<file path="src/rtl/arb_pkg.sv">
package arb_pkg;
    localparam int NUM_GRP = 2;

    typedef enum logic {
        POL_FIXED = 1'b0,
        POL_RR    = 1'b1
    } policy_e;
endpackage

</file>
<file path="src/rtl/chan_picker.sv">
module chan_picker #(
    parameter int N  = 4,
    parameter int IW = $clog2(N)
) (
    input  logic [N-1:0]  req,
    input  logic          rr_en,
    input  logic [IW-1:0] last,
    output logic          hit,
    output logic [IW-1:0] idx
);
    import arb_pkg::*;

    policy_e pol;
    assign pol = policy_e'(rr_en);

    always_comb begin
        hit = |req;
        idx = '0;
        if (pol == POL_FIXED) begin
            // the last assignment wins, so the highest requester is kept
            for (int i = 0; i < N; i++) begin
                if (req[i]) idx = IW'(i);
            end
        end else begin
            // walk from the farthest slot back to the nearest, so the slot right after last wins
            for (int k = N; k >= 1; k--) begin
                if (req[IW'((int'(last) + k) % N)]) idx = IW'((int'(last) + k) % N);
            end
        end
    end

    // the picked channel must be one that is requesting
    always_comb begin
        if (hit === 1'b1) begin
            a_r7_pick_is_requester: assert (req[idx] === 1'b1);
        end
    end
endmodule

</file>
<file path="src/rtl/grp_picker.sv">
module grp_picker (
    input  logic [1:0] any,
    input  logic       rr_en,
    input  logic       last_grp,
    input  logic [1:0] prio,
    output logic       hit,
    output logic       grp
);
    import arb_pkg::*;

    policy_e pol;
    assign pol = policy_e'(rr_en);

    always_comb begin
        hit = |any;
        if (any == 2'b11) begin
            if (pol == POL_RR) grp = ~last_grp;
            else               grp = (prio[0] & ~prio[1]) ? 1'b0 : 1'b1;
        end else begin
            grp = any[1];
        end
    end

    // a group that is not requesting is never chosen
    always_comb begin
        if (hit === 1'b1) begin
            a_r4_grp_requesting: assert (any[grp] === 1'b1);
        end
    end
endmodule

</file>
<file path="src/rtl/grp_chan_arb.sv">
module grp_chan_arb #(
    parameter int CH_PER_GRP = 4
) (
    input  logic                            clk,
    input  logic                            rst_n,
    input  logic                            arb_go,
    input  logic [2*CH_PER_GRP-1:0]         req,
    input  logic                            chan_rr_en,
    input  logic                            grp_rr_en,
    input  logic                            prio_load,
    input  logic [1:0]                      prio_in,
    output logic                            gnt_valid,
    output logic                            gnt_grp,
    output logic [$clog2(2*CH_PER_GRP)-1:0] gnt_chan
);
    import arb_pkg::*;

    localparam int IW = $clog2(CH_PER_GRP);
    localparam int GW = IW + 1;

    typedef struct packed {
        logic                       valid;
        logic                       grp;
        logic [GW-1:0]              chan;
        logic                       last_grp;
        logic [NUM_GRP-1:0][IW-1:0] last_chan;
        logic [NUM_GRP-1:0]         prio;
    } state_t;

    state_t q, d;

    logic [NUM_GRP-1:0]         g_any;
    logic [NUM_GRP-1:0][IW-1:0] g_idx;
    logic                       sel_hit;
    logic                       sel_grp;

    for (genvar g = 0; g < NUM_GRP; g++) begin : g_stage
        chan_picker #(.N(CH_PER_GRP), .IW(IW)) u_pick (
            .req   (req[g*CH_PER_GRP +: CH_PER_GRP]),
            .rr_en (chan_rr_en),
            .last  (q.last_chan[g]),
            .hit   (g_any[g]),
            .idx   (g_idx[g])
        );
    end

    grp_picker u_grp (
        .any      (g_any),
        .rr_en    (grp_rr_en),
        .last_grp (q.last_grp),
        .prio     (q.prio),
        .hit      (sel_hit),
        .grp      (sel_grp)
    );

    always_comb begin
        d = q;
        d.valid = 1'b0;
        if (prio_load) d.prio = prio_in;
        if (arb_go && sel_hit) begin
            d.valid              = 1'b1;
            d.grp                = sel_grp;
            d.chan               = {sel_grp, g_idx[sel_grp]};
            d.last_grp           = sel_grp;
            d.last_chan[sel_grp] = g_idx[sel_grp];
        end
    end

    always_ff @(posedge clk or negedge rst_n) begin
        if (!rst_n) begin
            q.valid     <= 1'b0;
            q.grp       <= 1'b0;
            q.chan      <= '0;
            q.last_grp  <= 1'b1;
            q.last_chan <= {NUM_GRP{IW'(CH_PER_GRP - 1)}};
            q.prio      <= 2'b10;
        end else begin
            q <= d;
        end
    end

    assign gnt_valid = q.valid;
    assign gnt_grp   = q.grp;
    assign gnt_chan  = q.chan;

    a_r2_grant_follows: assert property (@(posedge clk) disable iff (!rst_n)
        (arb_go && (|req)) |=> gnt_valid);
    a_r2_no_spurious: assert property (@(posedge clk) disable iff (!rst_n)
        !(arb_go && (|req)) |=> !gnt_valid);
    a_r3_ptr_hold: assert property (@(posedge clk) disable iff (!rst_n)
        !(arb_go && (|req)) |=> ($stable(q.last_grp) && $stable(q.last_chan)));
    a_r4_only_grp1: assert property (@(posedge clk) disable iff (!rst_n)
        (arb_go && !(|req[CH_PER_GRP-1:0]) && (|req[2*CH_PER_GRP-1:CH_PER_GRP])) |=> (gnt_grp == 1'b1));
    a_r4_only_grp0: assert property (@(posedge clk) disable iff (!rst_n)
        (arb_go && (|req[CH_PER_GRP-1:0]) && !(|req[2*CH_PER_GRP-1:CH_PER_GRP])) |=> (gnt_grp == 1'b0));
    a_r5_tie_to_grp1: assert property (@(posedge clk) disable iff (!rst_n)
        (arb_go && !grp_rr_en && (|req[CH_PER_GRP-1:0]) && (|req[2*CH_PER_GRP-1:CH_PER_GRP])
         && (q.prio[0] == q.prio[1])) |=> (gnt_grp == 1'b1));
    a_r6_rr_alternates: assert property (@(posedge clk) disable iff (!rst_n)
        (arb_go && grp_rr_en && (|req[CH_PER_GRP-1:0]) && (|req[2*CH_PER_GRP-1:CH_PER_GRP]))
        |=> (gnt_grp != $past(q.last_grp)));
endmodule

</file>
<file path="config.mk">
export PLATFORM = sky130hd
export DESIGN_NAME = grp_chan_arb
export DESIGN_NICKNAME = d
export VERILOG_FILES = /design/src/rtl/arb_pkg.sv /design/src/rtl/chan_picker.sv /design/src/rtl/grp_picker.sv /design/src/rtl/grp_chan_arb.sv
export SDC_FILE = /design/constraint.sdc
export NUM_CORES = 1
export LEC_CHECK = 0
export ABC_AREA = 1
export ABC_CLOCK_PERIOD_IN_PS = 1800
export BUFFER_PORTS_ARGS = -buffer_cell sky130_fd_sc_hd__buf_4
export CORE_MARGIN = 2
export CORE_UTILIZATION = 54
export CTS_BUF_LIST = sky130_fd_sc_hd__clkbuf_2
export CTS_CLUSTER_DIAMETER = 200
export CTS_CLUSTER_SIZE = 8
export DETAILED_ROUTE_END_ITERATION = 8
export PLACE_DENSITY = 0.8
export SLEW_MARGIN = 10
export SYNTH_ARGS = -nofsm -noshare
export SYNTH_HDL_FRONTEND = slang
export SYNTH_HIERARCHICAL = 1
export SYNTH_SLANG_ARGS = --single-unit
</file>
<file path="constraint.sdc">
create_clock -name clk -period 1.8 [get_ports clk]
set_input_delay 0.36 -clock clk [delete_from_list [all_inputs] [get_ports clk]]
set_output_delay 0.36 -clock clk [all_outputs]
set_load 0.03 [all_outputs]
</file>
==> flow_summary.yaml <==
floorplan:
  io_pins: 21
  core_sq_um: 1510
  rows: 14
  initial_core_util: 0.575
  die_y_microns: 44.0
  fp.dieArea_sq_um: 1940
  dieWidth_microns: 44.0
worst_hold_path:
  min_path_type: "in2reg"
  min_to: "q[1]"
  min_from: "prio_load"
  holdPathStages: 2
drt:
  routed_wl_mm: 1.85
  viasPerCell: 5.18
  drc: 0
  vias: 937
  drt-met1-wl_microns: 838
  ant_nets: 0
  drtIter0Drc: 19
  drt_pass1_iterations: 4
  top_layer_used: "met3"
  wl_met2_microns: 901
  wl_met3_microns: 111
  wl_per_cell_microns: 10.2
finish:
  post-route-util: 0.698
  fin_cells: 181
  diodes: 0
  syn_to_final_growth_pct: 21.4
  nets: 182
  layout-drive-gt1-share: 0.261
synthesis:
  synth_cell_types: 15
  synth_cells: 142
  ys_top_cells_by_area: "nand2_1, dfstp_2, dfrtp_1"
  yosysWarnings: 6
  synth_area_leader_cell: "nand2_1"
  synth_nets: 158
  synth_top_flop_cell: "dfstp_2"
  synth_edf_count: 0
  ys_ff_latch: 11
  synth-seq-area-share: 0.327
  synth_common_cells: "nand2_1, inv_1, nand3_1, o21ai_0, dfstp_2"
  syn_area_sq_um: 866
  synth.avg_cell_area_sq_um: 6.10
  synth_most_common_cell: "nand2_1"
  yosys.area.top_type_share: 0.273
  async_flop_share: 1.00
cts:
  cts_setup_buffers: 0
  clkLatencyLatePin_ns: 0.25
  clk_pin_slew_ns: 0.10
  clock-root-buffer: "clkbuf_2"
  numCtsBuffers: 3
  postCtsResizedCells: 0
  clk_path_buf_depth: 2
  cts.sink_count: 11
  htree_num_levels: 1
  cts_tree: "done"
worst_setup_path:
  worstSetupEndpointType: "register"
  crit_arrival_ns: 1.75
  timing.critical_path.mode_cell: "nand2_1"
  path_cells: "buf_4 > inv_1 > nand2_1 > or3_1 > inv_1 > a21oi_1 > a21oi_1 > buf_4 > nand2_1 > nand2_1 > nand2_1 > nand2_1"
  startpoint_type: "input pin"
  worstPathRequired_ns: 1.99
  max_stage_delay_ns: 0.30
  r2r_end: "gnt_chan[1]"
  r2r_slack_ns: 0.31
  reg2reg_depth: 10
  crit_type: "in2reg"
  slowest_stage: "or3_1"
  crit_fanout: 4
timing:
  worst_slew_pin_slew_ns: 0.313
  rsz0062_at_grt: "false"
  period_share: 0.866
  setup_viol: 0
  finClkSkew_ns: 0.00367
  timing.final.ws_setup_ns: 0.241
  max_freq_mhz: 641
  hold_viol_final: 0
  tns_ns: 0
  finalMaxSlewViolations: 0
  fin_crit_ns: 1.56
  slew_headroom: 0.792
place:
  dp_slack_ns: 0.0124
  post-place-cells: 176
  hpwl_mm: 1.49
  portBuffers: 20
  gp_congestion: 0.895
power_and_ir_drop:
  power.density_nw_per_um2: 906
  leakagePower_uw: 0.000624
  ir_drop_v: 0.000659
grt:
  track_usage: 0.209
  grt_first_pass_wirelength_mm: 3.01
  antenna_found_initial: 0
  grt_max_degree: 12
  grt_pass1_vias: 798
  grt.overflow.total: 0
run:
  maxCapViolCount: 0
status:
  status: "finished clean"
## per-layer routing
metal	global-route usage	vias to the layer above
met5	0	-
met3	0.0735	0
met1	0.259	416
met2	0.359	29
met4	0.0303	0
li1	-	492
## where the power goes
group	switching, uW	internal [uW]	total, uW
Combinational	268	170	437
Clock	75.5	59.0	135
Sequential	61.0	319	380
## area by class of cell
class | instances | area, sq um
Tap cell | 16 | 20.0
Timing Repair Buffer | 22 | 168
Sequential cell | 11 | 283
Clock buffer | 4 | 20.0
Multi-Input combinational cell | 105 | 474
Inverter | 23 | 86.3
Fill cell | 125 | 455
## layout by cell type (no fill, tap or decap), drive strengths merged
cell type,count
nand2,68
inv,23
buf,21
nand3,10
o21ai,10
dfstp,6
a21oi,6
nor2,5
dfrtp,5
clkbuf,4
a31oi,2
o221ai,2
or3,2
dlygate4sd3,1
## how the worst max path moves through the flow
stage	startpoint	to	slack (ns)
after floorplan	req[3]	gnt_chan[0]	0.18
after global placement	req[3]	gnt_chan[1]	0.09
after detailed placement	req[2]	gnt_chan[1]	0.01
after CTS	req[3]	gnt_chan[1]	0.27
after global routing	req[3]	gnt_chan[1]	0.12
final	req[2]	gnt_chan[1]	0.24
## metrics by stage
stage | hold slack (ns) | power [uW] | instance area [sq um]
floorplan | 0.0644 | 703 | 866
global placement | 0.195 | 806 | 1020
detailed placement | 0.197 | 817 | 1020
CTS | 0.274 | 957 | 1050
global route | 0.289 | 1030 | 1050
finish | 0.279 | 952 | 1050
## critical path: cells and delay by family
family          cells  cell delay (ns)
simple gates        6             0.60
compound gates      2             0.31
buf+inv             4             0.48
## cell families (layout without fill, tap and decap cells)
| kind of cell | count (synthesis) | after routing | synth area share |
|---|---|---|---|
| AND/OR/NAND/NOR | 85 | 85 | 0.403 |
| AO/OA/AOI/OAI | 20 | 20 | 0.145 |
| flip-flops | 11 | 11 | 0.327 |
| buffers and inverters | 26 | 49 | 0.126 |
## what timing repair did
item	4_1_cts	5_1_grt
setup endpoints to repair	0	0
endpoints found under the hold margin	5	0
hold buffers	1	0
Power figures use the tool's default switching activity.
